`src/rtl/spi_crc_pkg.sv`:
```
package spi_crc_pkg;

  localparam int FRAME_W = 32;
  localparam int CRC_W   = 6;
  localparam int HDR_W   = 24;
  localparam int DATA_W  = 16;
  localparam int IDX_W   = 7;

  typedef struct packed {
    logic frameStart;
    logic shiftIn;
    logic shiftOut;
    logic frameEnd;
    logic frameGood;
  } strobes_t;

  // MSB-first CRC over the upper 24 bits of a frame
  function automatic logic [CRC_W-1:0] crc6Calc(
    input logic [HDR_W-1:0] hdr,
    input logic [CRC_W-1:0] poly,
    input logic [CRC_W-1:0] seed
  );
    logic [CRC_W-1:0] acc;
    logic fb;
    acc = seed;
    for (int i = HDR_W - 1; i >= 0; i--) begin
      fb  = acc[CRC_W-1] ^ hdr[i];
      acc = {acc[CRC_W-2:0], 1'b0};
      if (fb) acc = acc ^ poly;
    end
    return acc;
  endfunction

endpackage

```
`src/rtl/spi_crc_ctrl.sv`:
```
module spi_crc_ctrl
  import spi_crc_pkg::*;
#(
  parameter int SYNC_STAGES = 2
) (
  input  logic     clk,
  input  logic     rstN,
  input  logic     sclkPin,
  input  logic     ncsPin,
  input  logic     sdiPin,
  input  logic     crcOk,
  input  logic     rsvdOk,
  input  logic     isWrite,
  input  logic     faultClr,
  output strobes_t strb,
  output logic     sdiSync,
  output logic     ncsSync,
  output logic     regWrEn,
  output logic     spiFault
);

  localparam int CNT_W = $clog2(FRAME_W) + 1;
  localparam logic [CNT_W-1:0] CNT_MAX  = {CNT_W{1'b1}};
  localparam logic [CNT_W-1:0] CNT_GOOD = CNT_W'(FRAME_W);

  logic [SYNC_STAGES-1:0] sclkPipe, ncsPipe, sdiPipe;
  logic sclkSync, sclkPrev, ncsPrev;
  logic [CNT_W-1:0] bitCnt;

  // pin synchronizers, one chain per pin
  generate
    if (SYNC_STAGES == 1) begin : g_sync1
      always_ff @(posedge clk or negedge rstN) begin
        if (!rstN) begin
          sclkPipe <= '0;
          ncsPipe  <= '1;
          sdiPipe  <= '0;
        end else begin
          sclkPipe <= sclkPin;
          ncsPipe  <= ncsPin;
          sdiPipe  <= sdiPin;
        end
      end
    end else begin : g_syncN
      always_ff @(posedge clk or negedge rstN) begin
        if (!rstN) begin
          sclkPipe <= '0;
          ncsPipe  <= '1;
          sdiPipe  <= '0;
        end else begin
          sclkPipe <= {sclkPipe[SYNC_STAGES-2:0], sclkPin};
          ncsPipe  <= {ncsPipe[SYNC_STAGES-2:0], ncsPin};
          sdiPipe  <= {sdiPipe[SYNC_STAGES-2:0], sdiPin};
        end
      end
    end
  endgenerate

  assign sclkSync = sclkPipe[SYNC_STAGES-1];
  assign ncsSync  = ncsPipe[SYNC_STAGES-1];
  assign sdiSync  = sdiPipe[SYNC_STAGES-1];

  always_ff @(posedge clk or negedge rstN) begin
    if (!rstN) begin
      sclkPrev <= 1'b0;
      ncsPrev  <= 1'b1;
    end else begin
      sclkPrev <= sclkSync;
      ncsPrev  <= ncsSync;
    end
  end

  // edge strobes towards the datapath
  always_comb begin
    strb.frameStart = !ncsSync && ncsPrev;
    strb.frameEnd   = ncsSync && !ncsPrev;
    strb.shiftIn    = !ncsSync && sclkSync && !sclkPrev;
    strb.shiftOut   = !ncsSync && !sclkSync && sclkPrev;
    strb.frameGood  = (bitCnt == CNT_GOOD) && crcOk && rsvdOk;
  end

  // rising-edge counter, saturating so long frames stay invalid
  always_ff @(posedge clk or negedge rstN) begin
    if (!rstN) begin
      bitCnt <= '0;
    end else if (strb.frameStart) begin
      bitCnt <= '0;
    end else if (strb.shiftIn && bitCnt != CNT_MAX) begin
      bitCnt <= bitCnt + 1'b1;
    end
  end

  always_ff @(posedge clk or negedge rstN) begin
    if (!rstN) begin
      regWrEn <= 1'b0;
    end else begin
      regWrEn <= strb.frameEnd && strb.frameGood && isWrite;
    end
  end

  // sticky fault, a new error outranks a clear
  always_ff @(posedge clk or negedge rstN) begin
    if (!rstN) begin
      spiFault <= 1'b0;
    end else if (strb.frameEnd && !strb.frameGood) begin
      spiFault <= 1'b1;
    end else if (faultClr) begin
      spiFault <= 1'b0;
    end
  end

endmodule

```
`src/rtl/spi_crc_dp.sv`:
```
module spi_crc_dp
  import spi_crc_pkg::*;
#(
  parameter logic [CRC_W-1:0] CRC_POLY = 6'h1B,
  parameter logic [CRC_W-1:0] CRC_SEED = 6'h3F
) (
  input  logic              clk,
  input  logic              rstN,
  input  strobes_t          strb,
  input  logic              sdiSync,
  input  logic [DATA_W-1:0] regRdData,
  output logic              sdoBit,
  output logic              crcOk,
  output logic              rsvdOk,
  output logic              isWrite,
  output logic [IDX_W-1:0]  regIdx,
  output logic [DATA_W-1:0] regWrData,
  output logic              respErr
);

  logic [FRAME_W-1:0] rxShift, txShift, txWord;
  logic [HDR_W-1:0]   respHdr;
  logic [CRC_W-1:0]   rxCrcExp, txCrc;

  always_ff @(posedge clk or negedge rstN) begin
    if (!rstN) begin
      rxShift <= '0;
    end else if (strb.shiftIn) begin
      rxShift <= {rxShift[FRAME_W-2:0], sdiSync};
    end
  end

  assign rxCrcExp  = crc6Calc(rxShift[FRAME_W-1:CRC_W+2], CRC_POLY, CRC_SEED);
  assign crcOk     = (rxCrcExp == rxShift[CRC_W-1:0]);
  assign rsvdOk    = (rxShift[CRC_W+1:CRC_W] == 2'b00);
  assign isWrite   = rxShift[FRAME_W-1];
  assign regIdx    = rxShift[FRAME_W-2:FRAME_W-1-IDX_W];
  assign regWrData = rxShift[FRAME_W-9:CRC_W+2];

  // response word latched when a frame closes
  always_ff @(posedge clk or negedge rstN) begin
    if (!rstN) begin
      respHdr <= '0;
      respErr <= 1'b0;
    end else if (strb.frameEnd) begin
      if (strb.frameGood) begin
        respHdr <= {rxShift[FRAME_W-1:FRAME_W-8],
                    isWrite ? regWrData : regRdData};
        respErr <= 1'b0;
      end else begin
        respHdr <= '0;
        respErr <= 1'b1;
      end
    end
  end

  assign txCrc  = crc6Calc(respHdr, CRC_POLY, CRC_SEED);
  assign txWord = {respHdr, 1'b0, respErr, txCrc};

  always_ff @(posedge clk or negedge rstN) begin
    if (!rstN) begin
      txShift <= '0;
    end else if (strb.frameStart) begin
      txShift <= txWord;
    end else if (strb.shiftOut) begin
      txShift <= {txShift[FRAME_W-2:0], 1'b0};
    end
  end

  assign sdoBit = txShift[FRAME_W-1];

endmodule

```
`src/rtl/spi_crc_regslave.sv`:
```
module spi_crc_regslave
  import spi_crc_pkg::*;
#(
  parameter logic [5:0] CRC_POLY    = 6'h1B,
  parameter logic [5:0] CRC_SEED    = 6'h3F,
  parameter int         SYNC_STAGES = 2
) (
  input  logic        clk,
  input  logic        rstN,
  input  logic        sclk,
  input  logic        ncs,
  input  logic        sdi,
  output logic        sdo,
  output logic        sdoOe,
  output logic [6:0]  regAddr,
  output logic        regWrEn,
  output logic [15:0] regWrData,
  input  logic [15:0] regRdData,
  input  logic        faultClr,
  output logic        spiFault
);

  strobes_t strb;
  logic sdiSync, ncsSync, crcOk, rsvdOk, isWrite, respErr;

  spi_crc_ctrl #(.SYNC_STAGES(SYNC_STAGES)) u_ctrl (
    .clk      (clk),
    .rstN     (rstN),
    .sclkPin  (sclk),
    .ncsPin   (ncs),
    .sdiPin   (sdi),
    .crcOk    (crcOk),
    .rsvdOk   (rsvdOk),
    .isWrite  (isWrite),
    .faultClr (faultClr),
    .strb     (strb),
    .sdiSync  (sdiSync),
    .ncsSync  (ncsSync),
    .regWrEn  (regWrEn),
    .spiFault (spiFault)
  );

  spi_crc_dp #(.CRC_POLY(CRC_POLY), .CRC_SEED(CRC_SEED)) u_dp (
    .clk       (clk),
    .rstN      (rstN),
    .strb      (strb),
    .sdiSync   (sdiSync),
    .regRdData (regRdData),
    .sdoBit    (sdo),
    .crcOk     (crcOk),
    .rsvdOk    (rsvdOk),
    .isWrite   (isWrite),
    .regIdx    (regAddr),
    .regWrData (regWrData),
    .respErr   (respErr)
  );

  assign sdoOe = !ncsSync;

endmodule

```
`config.mk`:
```
export PLATFORM = sky130hd
export DESIGN_NAME = spi_crc_regslave
export DESIGN_NICKNAME = d
export VERILOG_FILES = /design/src/rtl/spi_crc_pkg.sv /design/src/rtl/spi_crc_ctrl.sv /design/src/rtl/spi_crc_dp.sv /design/src/rtl/spi_crc_regslave.sv
export SDC_FILE = /design/constraint.sdc
export NUM_CORES = 1
export LEC_CHECK = 0
export CORE_AREA = 2 2 103 105
export CTS_BUF_LIST = sky130_fd_sc_hd__clkbuf_2
export DETAILED_ROUTE_END_ITERATION = 8
export DIE_AREA = 0 0 105 107
export PLACE_DENSITY = 0.77
export SETUP_SLACK_MARGIN = 0.02
export SYNTH_ARGS = -nofsm -noshare
export SYNTH_HDL_FRONTEND = slang
export SYNTH_SLANG_ARGS = --single-unit
```
`constraint.sdc`:
```
create_clock -name clk -period 3.65 [get_ports clk]
set_clock_uncertainty 0.15 [all_clocks]
set_input_delay 0.73 -clock clk [delete_from_list [all_inputs] [get_ports clk]]
set_output_delay 0.73 -clock clk [all_outputs]
set_load 0.02 [all_outputs]
```
==> results.txt <==
----------------------------------------------------
[STA]
  Worst hold-check slack ... 0.107 ns
  Total negative slack ... 0 ns
  Relative slew margins ... 41.1%
  RSZ-0062 raised after global routing ... no
  Max Fclk ... 304 MHz
  Endpoints failing setup ... 0
  Period utilisation layout ... 90.1%
  Final hold violations ... 0
  Least-Margin Pin Slew ... 0.883 ns
  Number of max-slew violations in the final report ... 0
  Final worst path period need ... 3.29 ns

[Global routing]
  Number of antenna violations at the first check in global routing ... 0
  Met2 layer usage reported by global route ... 40.4%
  First-pass GRT wire length ... 20300 µm
  Largest net degree at the start of global routing ... 71
  GR Util All Layers ... 23.2%
  Global-route track usage on met1 ... 30.2%
  Remaining Overflow, GRT ... 0
  Gr busiest metal ... met2
  Vias in the first global route ... 3935
  Met3 Resource Use GR ... 3.22%

[Floorplanning]
  IO Pins ... 49
  Die extent in y ... 107 µm
  Row Count ... 37
  Effective utilization at floorplan ... 58.5%
  X dimension of the die ... 105 µm
  Core Box Area ... 10100 µm²
  Floorplan die area ... 11200 µm²

[Yosys]
  Count of different cell masters after synthesis ... 46
  EDFF count, synth ... 0
  Most used DFF post-synth ... dfrtp_1
  Warnings from Yosys ... 0
  Avg Cell Area, Syn ... 11.6 µm²
  Number of nets in the synthesized netlist ... 531
  Post-Synthesis Cell Area ... 5900 µm²
  Biggest area consumer among synthesized cells ... dfrtp_1
  FF+latch count, synth ... 105
  Number of standard cells after synthesis ... 507
  Part of the Yosys area used for sequential elements ... 44.6%
  Async SR Flop Fraction ... 100%
  Area share of the largest cell type after synthesis ... 43.3%
  Top post-synthesis cells by area ... dfrtp_1, xnor2_1, xnor3_1

[Placement]
  Number of buffers inserted by port buffering ... 48
  RePlAce Congestion ... 0.863
  DP Wirelength ... 8760 µm

[Run]
  Max-capacitance violation count ... 0

[Clock network]
  Clock latency on the worst-skew pair ... 0.55 ns
  CTS tree ... done
  # resized after CTS ... 0
  CTS H-Tree Depth ... 3
  Clock Tree Root ... clkbuf_2
  Maximum number of buffers from clock root to sink ... 2
  Post-CTS setup-driven buffer insertion count ... 0
  Clk pin slew, worst setup/hold paths ... 0.27 ns
  Number of CTS-inserted buffers ... 9
  Clock sink count ... 105
  Hold buffers post-CTS ... 0

[Status]
  Run status ... finished, final reports clean

[Power and ir drop]
  Peak supply drop ... 0.267 mV
  Standby leakage power ... 2.86 nW
  Power Dens Cells ... 344 nW/µm²

[Finish]
  Area occupied by registers ... 2630 µm²
  Filler cell count ... 835
  Most frequent cells in the layout ... dfrtp_1, nand2_1, xnor2_1
  Synth-to-Final Area Change ... 8.86%
  Multi-input gate area ... 2950 µm²
  # diodes ... 0
  Most common cell after layout, fill and taps aside ... dfrtp_1
  Layout cells sized above 1 ... 14.6%
  # nets final ... 547

[Route]
  Iteration count of the initial detailed-routing pass ... 4
  Residual DRC count ... 0
  Avg WL per Cell ... 18.1 µm
  Number of DRC violations after detailed-routing iteration 0 ... 205
  Post-detailed-route count of antenna-violating nets ... 0
  Ratio of routed vias to standard cells ... 5.58
  Final WL ... 12000 µm
  Count of vias placed by the detailed router ... 3705

[Worst setup path]
  Path type of the worst setup path ... reg -> reg
  CP Capture Type ... register
  Required time at the worst-slack endpoint ... 4.01 ns
  Internal reg-to-reg setup slack ... 0.36 ns
  Worst path arrival time ... 3.64 ns
  Maximum net fanout on the critical path ... 27
  Element type at the critical path start ... register

[Min path]
  Class of the tightest hold or removal check ... in -> async

----------------------------------------------------
sequential cells by signal (all words and copies together) (netlist names), 2 cells and up:
register and count:
u_dp.rxShift 32, u_dp.txShift 32, u_dp.respHdr 24, u_ctrl.bitCnt 6, u_ctrl.ncsPipe 2, u_ctrl.sclkPipe 2, u_ctrl.sdiPipe 2
worst paths after layout:
kind	start	end	cells past startpoint
min in group clk	u_ctrl.ncsPipe[0]	u_ctrl.ncsPipe[1]	0
setup reg to reg	u_dp.rxShift[25]	u_dp.respErr	8
hold / removal	rstN	u_dp.txShift[7]	1
max in group asynchronous	rstN	u_ctrl.ncsPipe[1]	2
hold reg to reg	u_ctrl.ncsPipe[0]	u_ctrl.ncsPipe[1]	0
setup / recovery	u_dp.rxShift[25]	u_dp.respErr	8
power by group:
part / internal [W] / switching [W] / leakage (nW)
logic: 0.000222 / 0.000197 / 1.39
clock network: 0.0000906 / 0.000375 / 0.0611
registers: 0.00125 / 0.0000795 / 1.41
area by class of cell:
type,count,share of cell area [%]
Timing Repair Buffer,60,8.84
Clock inverter,6,0.545
Sequential cell,105,41.0
Clock buffer,10,0.779
Tap cell,136,2.65
Multi-Input combinational cell,341,45.9
Inverter,6,0.351
cells by family (layout without fill, tap and decap cells):
logic type / count (synthesis) / in the layout / share of synthesized area (%)
flops: 105 / 105 / 44.6
fa+ha+maj: 2 / 2 / 0.424
xor+xnor: 105 / 105 / 22.1
buf+inv: 61 / 82 / 5.68
simple gates: 95 / 95 / 6.91
mux: 59 / 59 / 10.7
compound gates: 80 / 80 / 9.58
cells in the mapped netlist (6+ instances only):
library cell / n
inv_1: 6
xnor2_1: 59
mux2_2: 32
buf_4: 23
dfrtp_1: 102
a22oi_1: 25
xnor3_1: 19
mux2i_1: 27
o31ai_1: 15
nand2_1: 67
xor2_1: 18
clkbuf_1: 24
nor2_1: 11
o21ai_0: 24
layer usage:
layer  wire length (µm)  share of wire [%]  vias up
met4                180                1.5        0
met5                  0                  0        -
met2               6200                 51       58
li1                   -                  -     1749
met3                359                3.0       20
met1               5300                 44     1878
per-stage QoR:
| step | instance area (µm²) | utilization, % | instances | power, W | setup slack, ns |
|---|---|---|---|---|---|
| after floorplan | 5900 | - | 507 | 0.00164 | 0.647 |
| after global placement | 6340 | 62.8 | 648 | 0.00175 | 0.543 |
| after detailed placement | 6340 | 62.8 | 648 | 0.00177 | 0.401 |
| after CTS | 6420 | 63.6 | 664 | 0.00223 | 0.342 |
| after global routing | 6420 | 63.6 | 664 | 0.00234 | 0.179 |
| final | 6420 | 63.6 | 664 | 0.00221 | 0.363 |
worst max-delay path, cell delays in order (launching register included):
cell,delay (ns)
dfrtp_1,0.51
xnor3_2,0.50
xnor3_2,0.43
xnor2_2,0.25
xnor3_1,0.46
and3_2,0.23
o2111ai_4,0.19
buf_4,0.31
mux2_2,0.21
No activity file was read; power rests on OpenSTA's default activity.
